===== config.mk =====
export PLATFORM = sky130hd
export DESIGN_NAME = fpump_pwr_ctl
export DESIGN_NICKNAME = d
export VERILOG_FILES = /design/src/rtl/fpp_pkg.sv /design/src/rtl/fpp_own_arb.sv /design/src/rtl/fpp_half_en.sv /design/src/rtl/fpp_bank_tmr.sv /design/src/rtl/fpp_pump_seq.sv /design/src/rtl/fpump_pwr_ctl.sv
export SDC_FILE = /design/constraint.sdc
export NUM_CORES = 1
export LEC_CHECK = 0
export ABC_AREA = 1
export ABC_CLOCK_PERIOD_IN_PS = 4600
export CAP_MARGIN = 20
export CORE_ASPECT_RATIO = 2
export CORE_MARGIN = 8
export CORE_UTILIZATION = 25
export DETAILED_ROUTE_END_ITERATION = 16
export DONT_BUFFER_PORTS = 1
export PLACE_DENSITY = 0.47
export SETUP_SLACK_MARGIN = 0.15
export SYNTH_ARGS = -nofsm -noshare
export SYNTH_HDL_FRONTEND = slang
export SYNTH_HIERARCHICAL = 1
export SYNTH_SLANG_ARGS = --single-unit

===== constraint.sdc =====
create_clock -name clk -period 4.6 [get_ports clk]
set_input_delay 0.92 -clock clk [delete_from_list [all_inputs] [get_ports clk]]
set_output_delay 0.92 -clock clk [all_outputs]
set_load 0.02 [all_outputs]

===== src/rtl/fpp_pkg.sv =====
// Package: shared constants, state types and the bank-setting decode used by
// the shared flash pump power controller. Assumes exactly two controllers.
package fpp_pkg;

    localparam int NCTL = 2;

    typedef enum logic [1:0] {
        BP_SLEEP  = 2'd0,
        BP_STBY   = 2'd1,
        BP_ACTIVE = 2'd2,
        BP_WAKING = 2'd3
    } bank_pwr_e;

    typedef enum logic [1:0] {
        PS_SLEEP  = 2'd0,
        PS_WAKE   = 2'd1,
        PS_ACTIVE = 2'd2,
        PS_PDARM  = 2'd3
    } pump_st_e;

    // Map a 2-bit bank setting onto the mode it asks for.
    function automatic bank_pwr_e cfg_goal(input logic [1:0] c);
        case (c)
            2'b00:   return BP_SLEEP;
            2'b01:   return BP_STBY;
            default: return BP_ACTIVE;
        endcase
    endfunction

endpackage


===== src/rtl/fpp_own_arb.sv =====
// Ownership arbiter: grants the shared pump to one controller at a time.
// Assumes requests are levels held for as long as ownership is wanted.
// A free pump goes to controller 0 on a tie. A holder keeps the grant while
// it requests; on release the grant passes straight to the other requester.
module fpp_own_arb
    import fpp_pkg::*;
(
    input  logic            clk,
    input  logic            rst_n,
    input  logic [NCTL-1:0] req,
    output logic [NCTL-1:0] gnt,
    output logic            owner,
    output logic            owner_vld
);

    logic [NCTL-1:0] gnt_q;
    logic [NCTL-1:0] gnt_d;

    // Next grant: keep the holder, hand over on release, fixed priority when free.
    always_comb begin
        gnt_d = gnt_q;
        if (gnt_q[0]) begin
            if (!req[0]) gnt_d = req[1] ? 2'b10 : 2'b00;
        end else if (gnt_q[1]) begin
            if (!req[1]) gnt_d = req[0] ? 2'b01 : 2'b00;
        end else if (req[0]) begin
            gnt_d = 2'b01;
        end else if (req[1]) begin
            gnt_d = 2'b10;
        end
    end

    // Grant register.
    always_ff @(posedge clk) begin
        if (!rst_n) gnt_q <= '0;
        else        gnt_q <= gnt_d;
    end

    assign gnt       = gnt_q;
    assign owner     = gnt_q[1];
    assign owner_vld = |gnt_q;

endmodule


===== src/rtl/fpp_half_en.sv =====
// Half-rate enable: a pulse on every second system clock, which steps the
// pump wake counter. Free-running from reset; its phase is not otherwise
// tied to any event.
module fpp_half_en (
    input  logic clk,
    input  logic rst_n,
    output logic en
);

    logic ph_q;

    // Phase toggle flop.
    always_ff @(posedge clk) begin
        if (!rst_n) ph_q <= 1'b0;
        else        ph_q <= ~ph_q;
    end

    assign en = ph_q;

endmodule


===== src/rtl/fpp_bank_tmr.sv =====
// Per-bank power sequencer with its own wake timer. Wakes to active on an
// access or when the setting asks for more than sleep; falls back to the
// configured mode once idle. Assumes accesses are held until accepted.
module fpp_bank_tmr
    import fpp_pkg::*;
#(
    parameter int SLP_CYC = 12,
    parameter int SBY_CYC = 4
) (
    input  logic       clk,
    input  logic       rst_n,
    input  logic [1:0] cfg,
    input  logic       touch,
    output bank_pwr_e  pwr
);

    localparam int MAXC = (SLP_CYC > SBY_CYC) ? SLP_CYC : SBY_CYC;
    localparam int CW   = $clog2(MAXC + 1);
    localparam logic [CW-1:0] LD_SLP = CW'(SLP_CYC);
    localparam logic [CW-1:0] LD_SBY = CW'(SBY_CYC);

    bank_pwr_e     st_q, st_d;
    logic [CW-1:0] cnt_q, cnt_d;
    bank_pwr_e     goal;

    assign goal = cfg_goal(cfg);

    // Next state and timer value.
    always_comb begin
        st_d  = st_q;
        cnt_d = cnt_q;
        case (st_q)
            BP_SLEEP: begin
                if (touch || goal != BP_SLEEP) begin
                    st_d  = BP_WAKING;
                    cnt_d = LD_SLP;
                end
            end
            BP_STBY: begin
                if (touch || goal == BP_ACTIVE) begin
                    st_d  = BP_WAKING;
                    cnt_d = LD_SBY;
                end else if (goal == BP_SLEEP) begin
                    st_d = BP_SLEEP;
                end
            end
            BP_ACTIVE: begin
                if (!touch && goal != BP_ACTIVE) st_d = goal;
            end
            default: begin
                if (cnt_q == '0) st_d  = BP_ACTIVE;
                else             cnt_d = cnt_q - 1'b1;
            end
        endcase
    end

    // State and timer registers.
    always_ff @(posedge clk) begin
        if (!rst_n) begin
            st_q  <= BP_SLEEP;
            cnt_q <= '0;
        end else begin
            st_q  <= st_d;
            cnt_q <= cnt_d;
        end
    end

    assign pwr = st_q;

endmodule


===== src/rtl/fpp_pump_seq.sv =====
// Pump sequencer: sleep/active control of the shared pump. Wakes on any
// access or any bank not asleep, then waits for a loaded count to run out on
// the half-rate enable. Power-down is two-step: arm, then sleep only if the
// next cycle has no access and all banks are asleep.
module fpp_pump_seq
    import fpp_pkg::*;
#(
    parameter int PW = 8
) (
    input  logic          clk,
    input  logic          rst_n,
    input  logic          en_half,
    input  logic          any_acc,
    input  logic          all_sleep,
    input  logic          pd_eff,
    input  logic [PW-1:0] wake_cnt,
    output logic          pump_on
);

    pump_st_e      st_q, st_d;
    logic [PW-1:0] cnt_q, cnt_d;
    logic          wake_evt;

    assign wake_evt = any_acc || !all_sleep;

    // Next state and down-counter value.
    always_comb begin
        st_d  = st_q;
        cnt_d = cnt_q;
        case (st_q)
            PS_SLEEP: begin
                if (wake_evt) begin
                    st_d  = PS_WAKE;
                    cnt_d = wake_cnt;
                end
            end
            PS_WAKE: begin
                if (en_half) begin
                    if (cnt_q == '0) st_d  = PS_ACTIVE;
                    else             cnt_d = cnt_q - 1'b1;
                end
            end
            PS_ACTIVE: begin
                if (pd_eff) st_d = PS_PDARM;
            end
            default: begin
                if (wake_evt) st_d = PS_ACTIVE;
                else          st_d = PS_SLEEP;
            end
        endcase
    end

    // State and counter registers.
    always_ff @(posedge clk) begin
        if (!rst_n) begin
            st_q  <= PS_SLEEP;
            cnt_q <= '0;
        end else begin
            st_q  <= st_d;
            cnt_q <= cnt_d;
        end
    end

    assign pump_on = (st_q == PS_ACTIVE) || (st_q == PS_PDARM);

endmodule


===== src/rtl/fpump_pwr_ctl.sv =====
// Top: shared flash pump power controller for two controllers, each owning
// one bank. Routes the owner's strobe and count to the pump sequencer,
// instantiates one timer per bank, and forms the per-controller handshake.
// Assumes a controller only accesses its own bank.
module fpump_pwr_ctl
    import fpp_pkg::*;
#(
    parameter int PW           = 8,
    parameter int BANK_SLP_CYC = 12,
    parameter int BANK_SBY_CYC = 4
) (
    input  logic                 clk,
    input  logic                 rst_n,
    input  logic [NCTL-1:0]      own_req,
    output logic [NCTL-1:0]      own_gnt,
    input  logic [NCTL-1:0]      pd_go,
    input  logic [NCTL*PW-1:0]   sleep_cnt,
    input  logic [2*NCTL-1:0]    bank_cfg,
    input  logic [NCTL-1:0]      rd_vld,
    input  logic [NCTL-1:0]      cmd_vld,
    output logic [NCTL-1:0]      acc_rdy,
    output logic [NCTL-1:0]      pump_rdy,
    output logic [2*NCTL-1:0]    bank_pwr
);

    logic            owner;
    logic            owner_vld;
    logic            en_half;
    logic            pump_on;
    logic            pd_eff;
    logic [PW-1:0]   wake_cnt;
    logic [NCTL-1:0] touch;
    logic [NCTL-1:0] bank_asleep;
    logic [NCTL-1:0] bank_up;

    fpp_own_arb u_arb (
        .clk       (clk),
        .rst_n     (rst_n),
        .req       (own_req),
        .gnt       (own_gnt),
        .owner     (owner),
        .owner_vld (owner_vld)
    );

    fpp_half_en u_half (
        .clk   (clk),
        .rst_n (rst_n),
        .en    (en_half)
    );

    // Owner selection of strobe and wake count.
    always_comb begin
        pd_eff   = owner_vld && pd_go[owner];
        wake_cnt = sleep_cnt[PW*owner +: PW];
    end

    for (genvar i = 0; i < NCTL; i++) begin : g_bank
        bank_pwr_e pwr_i;

        assign touch[i] = rd_vld[i] || cmd_vld[i];

        fpp_bank_tmr #(
            .SLP_CYC (BANK_SLP_CYC),
            .SBY_CYC (BANK_SBY_CYC)
        ) u_bank (
            .clk   (clk),
            .rst_n (rst_n),
            .cfg   (bank_cfg[2*i +: 2]),
            .touch (touch[i]),
            .pwr   (pwr_i)
        );

        assign bank_pwr[2*i +: 2] = pwr_i;
        assign bank_asleep[i]     = (pwr_i == BP_SLEEP);
        assign bank_up[i]         = (pwr_i == BP_ACTIVE);
        assign acc_rdy[i]         = touch[i] && pump_on && bank_up[i];
        assign pump_rdy[i]        = pump_on;
    end

    fpp_pump_seq #(
        .PW (PW)
    ) u_pump (
        .clk       (clk),
        .rst_n     (rst_n),
        .en_half   (en_half),
        .any_acc   (|touch),
        .all_sleep (&bank_asleep),
        .pd_eff    (pd_eff),
        .wake_cnt  (wake_cnt),
        .pump_on   (pump_on)
    );

endmodule


Word-level counts from Yosys, hierarchy flattened
Cells that the tools add are included.

Add/sub/neg operators: 3. $lt $le $gt $ge: 1. Equality and inequality tests: 29. Shifts and indexed selects: 1. Muxes and demuxes: 41. Bitwise operators: 3. Reduce and logical (&&, ||, !) cells: 42.

Operator list (count): 2-to-1 mux 2 bit (21); 2-to-1 mux 4 bit (6); 2-to-1 mux 8 bit (3); case mux 4 bit (3 select lines) (2); AND reduction 4 bit (6); case mux 2 bit (3 select lines) (3); != test 2 x 1 -> 1 bit (second input constant) (8); case mux 8 bit (2 select lines) (1); indexed part select 16 x 5 -> 8 bit (1); logical NOT 2 bit (7); == test 2 bit (second input constant) (6); != test 2 bit (second input constant) (6); == test 2 x 1 -> 1 bit (second input constant) (5); logical NOT 4 bit (2); logical NOT 8 bit (1); logical OR 1 bit (8); case mux 2 bit (2 select lines) (2); nonzero test 4 bit (2); subtractor 4 x 1 -> 4 bit (second input constant) (2); subtractor 8 x 1 -> 8 bit (second input constant) (1); logical AND 1 bit (7); != test 3 x 1 -> 1 bit (second input constant) (2); != test 3 bit (second input constant) (2); nonzero test 2 bit (3); other kinds (6) (13).

Register bits after elaboration: 25. Input port bits: 30. Output and inout port bits: 10.

Logic depth before layout (Yosys ltp)
Gate-level depths: netlist (run 1).

Word-level depth: 6. Gate-level depth with buffers: 11.

By module
The synthesis (run 1) kept the hierarchy.

By module, submodules not included: fpp_bank_tmr (instances 2, cells each 67, area each 411.6 um^2); fpp_pump_seq (instances 1, cells each 131, area each 812.0 um^2); fpump_pwr_ctl (instances 1, cells each 47, area each 234.0 um^2); fpp_own_arb (instances 1, cells each 13, area each 88.8 um^2); fpp_half_en (instances 1, cells each 3, area each 30.0 um^2).

Worst setup path after synthesis (run 1)
No wires, ideal clock.

Kind: input -> output. Start: in cmd_vld[1]. End: out acc_rdy[1]. Data arrival time: 1263 ps. Setup slack: 2417 ps. Cell stages on the path: 2. Cells stage by stage: nor2_1 nor2_1.

Longest elaborated chain between the ends: 3.

Ends and longest elaborated chain: start: declaration (line fpump_pwr_ctl.sv:20) `input logic [NCTL-1:0] cmd_vld,`; logical OR 1 bit (line fpump_pwr_ctl.sv:60) `assign touch[i] = rd_vld[i] || cmd_vld[i];`; logical AND 1 bit (2 in a row) (line fpump_pwr_ctl.sv:76) `assign acc_rdy[i] = touch[i] && pump_on && bank_up[i];`; end: declaration (line fpump_pwr_ctl.sv:21) `output logic [NCTL-1:0] acc_rdy,`.

No other way between the ends.

Worst setup path after layout (run 1)
Start: reg u_pump.st_q[0]. End: out acc_rdy[0].

Longest elaborated chain between the ends: 4. Elaborated cells between the ends (all ways): 5.

Ends and longest elaborated chain: start: declaration (line fpp_pump_seq.sv:20) `pump_st_e st_q, st_d;`; start signal: assignment (line fpp_pump_seq.sv:59) `st_q <= st_d;`; == test 2 bit (line fpp_pump_seq.sv:64) `assign pump_on = (st_q == PS_ACTIVE) || (st_q == PS_PDARM);`; logical OR 1 bit (*) (line fpp_pump_seq.sv:64); via pump_rdy[0] (line fpump_pwr_ctl.sv:22) `output logic [NCTL-1:0] pump_rdy,`; logical AND 1 bit (*) (2 in a row) (line fpump_pwr_ctl.sv:76).

Mark *: on every way through the listed nets, which the timed path passes. The rest lies on a longest branch.

==> reports/qor.csv, run 1 <==
metric,value,unit
crit_arrival,1.59,ns
grt_pass1_wl,7.71,mm
leakagePower,1.05,nW
syn_inst,328,
mappedNetlistNets,366,
clk_path_buf_depth,2,
die_h,142,um
post-route-min-period,2.51,ns
max_slew_margin,40.3,%
cts.sinks,25,
instances_no_fill,420,
postCtsHoldBufs,0,
peakVddDrop,0.246,mV
n_antenna_cell,0,
final_cell_mix,"nand2_1, nor2_1, inv_1",
grt_pass1_vias,1742,
synth_top_area_cell,dfxtp_1,
worstMarginPinSlew,0.895,ns
setup_viol,0,
drive_above_1_share,11.7,%
synth-seq-cells,25,
syn_avg_cell_area,6.06,um^2
routedWlPerCell,10.5,um
yosysTopAreaCellShare,25.2,%
clk_pin_slew_worst_paths,0.07,ns
crit_slowest_cell,or2_2,
finalHoldViolCount,0,
ys_types,31,
die_w,79.1,um
initial_utilization,25.4,%
cts-buffers-inserted,3,
status,"complete, no violations",
final_net_count,363,
die-area,11200,um^2
grt_max_degree,23,
rows,46,
synthTopCellsByArea,"dfxtp_1, nand2_1, nor2_1, inv_1, nand3_1",
port_buffers,0,
yosysSeqAreaShare,25.2,%
reg2reg_setup_slack,2.76,ns
antenna_found_initial,0,
mappedNetlistArea,1990,um^2
crit_buf_inv,1,
track_usage,8.41,%
drv_slew,0,
drt_first_pass_iters,4,
cts_setup_buffers,0,
via_count,1781,
cp-start-kind,flip-flop,
grt-ovfl-total,0,
clkLatencyLatePin,0.26,ns
rsz0062_at_grt,no,
power_density,499,nW/um^2
cts_tree,built,
cp-end-kind,output pin,
gp_congestion,0.744,
fin_setup_tns,0,ns
vias_per_cell,4.24,
cts_root_buf,clkbuf_16,
cts_resized,0,
drc_errors,0,
crit_type,reg -> out,
period_share,54.7,%
hold_path_class,reg -> reg,
cp_max_fo,4,
drt_iter0_drc,67,
cp_cell_sequence,inv_1 > ha_1 > or2_2 > nand3_1 > nor2_1,
area_delta_synth_final,6.04,%
hpwl,3.48,mm
crit_family,simple AND/OR/NAND/NOR gates,
wl,4.40,mm
ant_nets,0,
dp_cells,416,
synth_warnings,6,
core_area,7830,um^2
timing.fmax,398,MHz
skew,0.00479,ns
cts.htree.levels,1,
max_cap_viol_count,0,
layout_commonest_cell,nand2_1,
worst-endpoint-required,3.68,ns
cp_slowest_stage_delay,0.43,ns
io_pins,40,
==> registers in the layout, indices dropped and copies added (netlist names) <==
name,count
u_arb/gnt,2
g_bank.u_bank/cnt_q,8
u_half/en,1
g_bank.u_bank/pwr,4
u_pump/st_q,2
u_pump/cnt_q,8
==> worst reg2reg max path, stage by stage (launching register included) <==
cell     delay [ns]
dfxtp_1        0.91
or2_1          0.20
nand2_1        0.07
nor2_1         0.09
inv_1          0.05
nand2_1        0.05
nand3_1        0.15
nor3_1         0.17
nor2_1         0.06
==> worst paths after layout <==
check        depth (start not counted)           start             end
max                                  5  u_pump/st_q[0]      acc_rdy[0]
min                                  1       u_half/en       u_half/en
max reg2reg                          8    u_arb/gnt[1]  u_pump/st_q[0]
min reg2reg                          1       u_half/en       u_half/en
==> logic make-up (layout without fill, tap and decap cells) <==
family                   after synthesis  count (layout)  share of synthesized area (%)
AO/OA/AOI/OAI                         31              31                           9.69
AND/OR/NAND/NOR                      196             196                           43.7
adder cells (fa/ha/maj)                8               8                           5.03
XOR/XNOR                               3               3                           1.32
multiplexers                           1               1                          0.503
buffers and inverters                 64              60                           14.6
flip-flops                            25              25                           25.2
==> where the power goes <==
group | leakage (nW) | internal [W] | switching, W
registers | 0.208 | 0.000267 | 0.0000624
logic | 0.800 | 0.000191 | 0.000334
clock network | 0.0409 | 0.000117 | 0.0000799
==> metal layers <==
metal / share of wire, % / vias up / global-route usage, %
li1: - / 987 / -
met1: 47 / 748 / 9.81
met2: 43 / 41 / 13.1
met3: 7.1 / 5 / 2.47
met4: 2.4 / 0 / 5.01
met5: 0 / - / 0
==> synth_stat cells, drive strengths merged <==
cell type  count
nand2         98
xnor2          2
nor3           1
nand4          1
dfxtp         25
nand3         28
or2            4
inv           54
mux2i          1
clkinv         2
a21oi         11
buf            8
ha             8
o21ai         20
nand3b         1
xor2           1
nor2          63
==> through the flow <==
| stage | setup slack (ns) | power [W] | util [%] | cell area, um^2 | hold WS [ns] |
|---|---|---|---|---|---|
| after CTS | 2.06 | 0.00107 | 26.9 | 2110 | 0.430 |
| final | 2.09 | 0.00105 | 26.9 | 2110 | 0.423 |
| after floorplan | 2.42 | 0.000810 | - | 1990 | 0.404 |
| after global routing | 1.99 | 0.00117 | 26.9 | 2110 | 0.444 |
| after global placement | 2.37 | 0.000872 | 25.9 | 2030 | 0.421 |
| after detailed placement | 2.36 | 0.000864 | 25.9 | 2030 | 0.421 |
==> layout make-up <==
| cell class | count | area, um^2 |
|---|---|---|
| Tap cell | 96 | 120 |
| Sequential cell | 25 | 500 |
| Multi-Input combinational cell | 239 | 1200 |
| Clock buffer | 3 | 75.1 |
| Inverter | 56 | 210 |
| Fill cell | 949 | 5720 |
| Clock inverter | 1 | 5.00 |
Power figures use the tool's default switching activity.
==> run 2: changes to the inputs <==
--- a/config.mk
+++ b/config.mk
@@ -5,15 +5,15 @@
 export SDC_FILE = /design/constraint.sdc
 export NUM_CORES = 1
 export LEC_CHECK = 0
-export ABC_AREA = 1
-export ABC_CLOCK_PERIOD_IN_PS = 4600
+export ABC_AREA = 0
+export ABC_CLOCK_PERIOD_IN_PS = 2200
 export CAP_MARGIN = 20
 export CORE_ASPECT_RATIO = 2
 export CORE_MARGIN = 8
 export CORE_UTILIZATION = 25
 export DETAILED_ROUTE_END_ITERATION = 16
 export DONT_BUFFER_PORTS = 1
-export PLACE_DENSITY = 0.47
+export PLACE_DENSITY = 0.49
 export SETUP_SLACK_MARGIN = 0.15
 export SYNTH_ARGS = -nofsm -noshare
 export SYNTH_HDL_FRONTEND = slang
==> constraint.sdc (replaced) <==
create_clock -name clk -period 2.2 [get_ports clk]
set_input_delay 0.44 -clock clk [delete_from_list [all_inputs] [get_ports clk]]
set_output_delay 0.44 -clock clk [all_outputs]
set_load 0.02 [all_outputs]
==> run 2 against run 1 <==
Net effect: register-to-register slack got worse by 2.5 ns; combinational power increased by 110%; cell count decreased by 24%; global-route usage increased by 1.0 points; worst hold slack got worse by 0.15 ns; die area decreased by 5.6%; clock power increased by 110%; sequential share of layout area increased by 0.073 points; count of clock-buffer cells in the layout increased by 1.
==> reports/qor.csv, run 2 <==
metric,value,unit,change
status,"complete, no violations",,
max_cap_viol_count,0,,unchanged
initial_utilization,25.7,%,+0.33 points
mappedNetlistArea,1860,um^2,-6.7%
postCtsHoldBufs,0,,unchanged
track_usage,9.43,%,+1.0 points
synth_flop_cell,dfxtp_1,,
synth_top_area_cell,dfxtp_1,,
drt_first_pass_iters,4,,unchanged
cts-buffers-inserted,3,,unchanged
layout_commonest_cell,dfxtp_1,,
worst-endpoint-required,2.37,ns,-1.31 ns
die_w,76.9,um,-2.7%
grt-ovfl-total,0,,unchanged
clkLatencyLatePin,0.26,ns,about the same
drive_above_1_share,22.7,%,+11 points
worstSetupStartpoint,u_pump/cnt_q[3],,
die_h,138,um,-3.0%
synth_fa_ha_area_share,5.39,%,+0.36 points
gp_congestion,0.841,,+13%
io_pins,40,,unchanged
peakVddDrop,0.360,mV,+46%
routedWlPerCell,15.7,um,+50%
setup_viol,0,,unchanged
ant_nets,0,,unchanged
grt_max_degree,25,,+8.7%
die-area,10600,um^2,-5.6%
synthXorXnorAreaFrac,0,%,-1.3 points
ys_types,52,,+68%
cts.htree.levels,1,,unchanged
rsz0062_at_grt,no,,
rows,44,,-4.3%
synth_edf_count,0,,unchanged
grt_pass1_vias,1690,,-3.0%
min_from,own_req[1],,
fin_util,29.2,%,+2.3 points
cp_max_fo,9,,+5
skew,0.00233,ns,-0.00246 ns
yosysSeqAreaShare,27.0,%,+1.8 points
via_count,1655,,-7.1%
cp-end-kind,flip-flop,,
max_slew_margin,62.0,%,+22 points
yosysTopAreaCellShare,27.0,%,+1.8 points
syn_inst,221,,-33%
n_antenna_cell,0,,unchanged
yosysMostFrequentCell,dfxtp_1,,
crit_type,reg -> reg,,
post-route-min-period,1.97,ns,
antenna_found_initial,0,,unchanged
cts_root_buf,clkbuf_16,,
vias_per_cell,5.16,,+22%
whs_path_depth,1,,unchanged
worstMarginPinSlew,0.564,ns,-0.330 ns
power_density,1010,nW/um^2,+100%
drt_iter0_drc,65,,-3.0%
crit_arrival,2.14,ns,+0.55 ns
worstReg2RegStart,u_pump/cnt_q[3],,
leakagePower,0.828,nW,-21%
synthMuxAreaShare,7.01,%,+6.5 points
core_area,7210,um^2,-7.9%
final_net_count,268,,-26%
cp-start-kind,flip-flop,,
reg2reg_setup_slack,0.23,ns,-2.53 ns
hpwl,4.01,mm,+15%
synthSimpleGateAreaFrac,29.1,%,-15 points
drv_slew,0,,unchanged
port_buffers,0,,unchanged
cts.sinks,25,,unchanged
fin_area,2110,um^2,about the same
clk_path_buf_depth,2,,unchanged
synth_warnings,6,,unchanged
timing.rr.end,u_pump/cnt_q[6],,
grt_pass1_wl,8.13,mm,+5.4%
drc_errors,0,,unchanged
synth_compound_area_share,24.1,%,+14 points
finalHoldViolCount,0,,unchanged
synth_top_family_by_area,simple AND/OR/NAND/NOR gates,,
worstRegToRegCells,5,,-3
timing.fmax,509,MHz,
area_delta_synth_final,13.6,%,
cts_tree,built,,
synth_common_cells,"dfxtp_1, inv_1, nand2_1, a21oi_1, nor3_1",,
clk_pin_slew_worst_paths,0.07,ns,about the same
syn_avg_cell_area,8.40,um^2,+39%
whs,0.276,ns,-0.148 ns
hold_path_class,in -> reg,,
ys_async_sr_fraction,0,%,unchanged
placed_cell_area,2000,um^2,-1.3%
period_share,89.3,%,
fin_setup_tns,0,ns,unchanged
wl,5.06,mm,+15%
synth-seq-cells,25,,unchanged
power.total,0.00214,W,+100%
synthTopCellsByArea,"dfxtp_1, mux2_4, ha_1, inv_1, a21oi_1",,
final_cell_mix,"dfxtp_1, inv_1, nand2_1",,
holdPathEnd,u_arb/gnt[0],,
mappedNetlistNets,259,,-29%
run 2: worst max-delay path, stage by stage (launching register included):
cell and delay (ns):
dfxtp_1 0.36, or4_4 0.57, or4_4 0.50, buf_4 0.18, and3_1 0.17, o32ai_1 0.09
run 2: final cells by class:
| class | count | area [um^2] |
|---|---|---|
| clock buffers | 4 | 78.8 |
| inverters | 19 | 71.3 |
| multi-input cells | 167 | 1230 |
| flip-flops and latches | 25 | 502 |
| fillers | 758 | 5100 |
| well taps | 92 | 115 |
| repair buffers | 14 | 105 |
run 2: layer usage:
layer / global-route usage (%) / routed length [um]
met5: 0 / 0
met4: 4.42 / 106
met3: 1.63 / 154
met2: 19.8 / 3030
met1: 8.18 / 1760
run 2: power by group:
part           leakage [nW]  total, W  internal [W]  switching [W]
registers             0.207  0.000638      0.000547      0.0000908
clock network        0.0382  0.000418      0.000248       0.000169
logic                 0.583   0.00108      0.000481       0.000598
total                 0.828   0.00214       0.00128       0.000859
run 2: worst max path at each step:
stage	slack [ns]	to	depth (start not counted)
final	0.23	u_pump/cnt_q[6]	5
after floorplan	0.16	u_pump/cnt_q[0]	6
after CTS	0.18	acc_rdy[0]	6
after global placement	0.16	u_pump/cnt_q[0]	5
after detailed placement	0.1	u_pump/cnt_q[0]	5
after global routing	0.15	u_pump/cnt_q[6]	5
run 2: cell families (layout without fill, tap and decap cells):
kind of cell / after synthesis / count (layout)
AOI/OAI and AO/OA: 62 / 62
adders and majority gates: 8 / 8
buffers and inverters: 29 / 37
DFF: 25 / 25
muxes: 9 / 9
and+or+nand+nor: 88 / 88
run 2: metrics by stage:
step                      setup WS (ns)  cells
after floorplan                   0.155    221
after global placement            0.157    316
after detailed placement         0.0951    316
after CTS                         0.177    320
after global routing              0.152    321
final                             0.235    321
run 2: what timing repair did:
action / CTS / global route
setup buffers: 0 / 1
endpoints found under the setup margin: 8 / 9
gates resized for setup: 2 / 4
pin swaps: 0 / 2
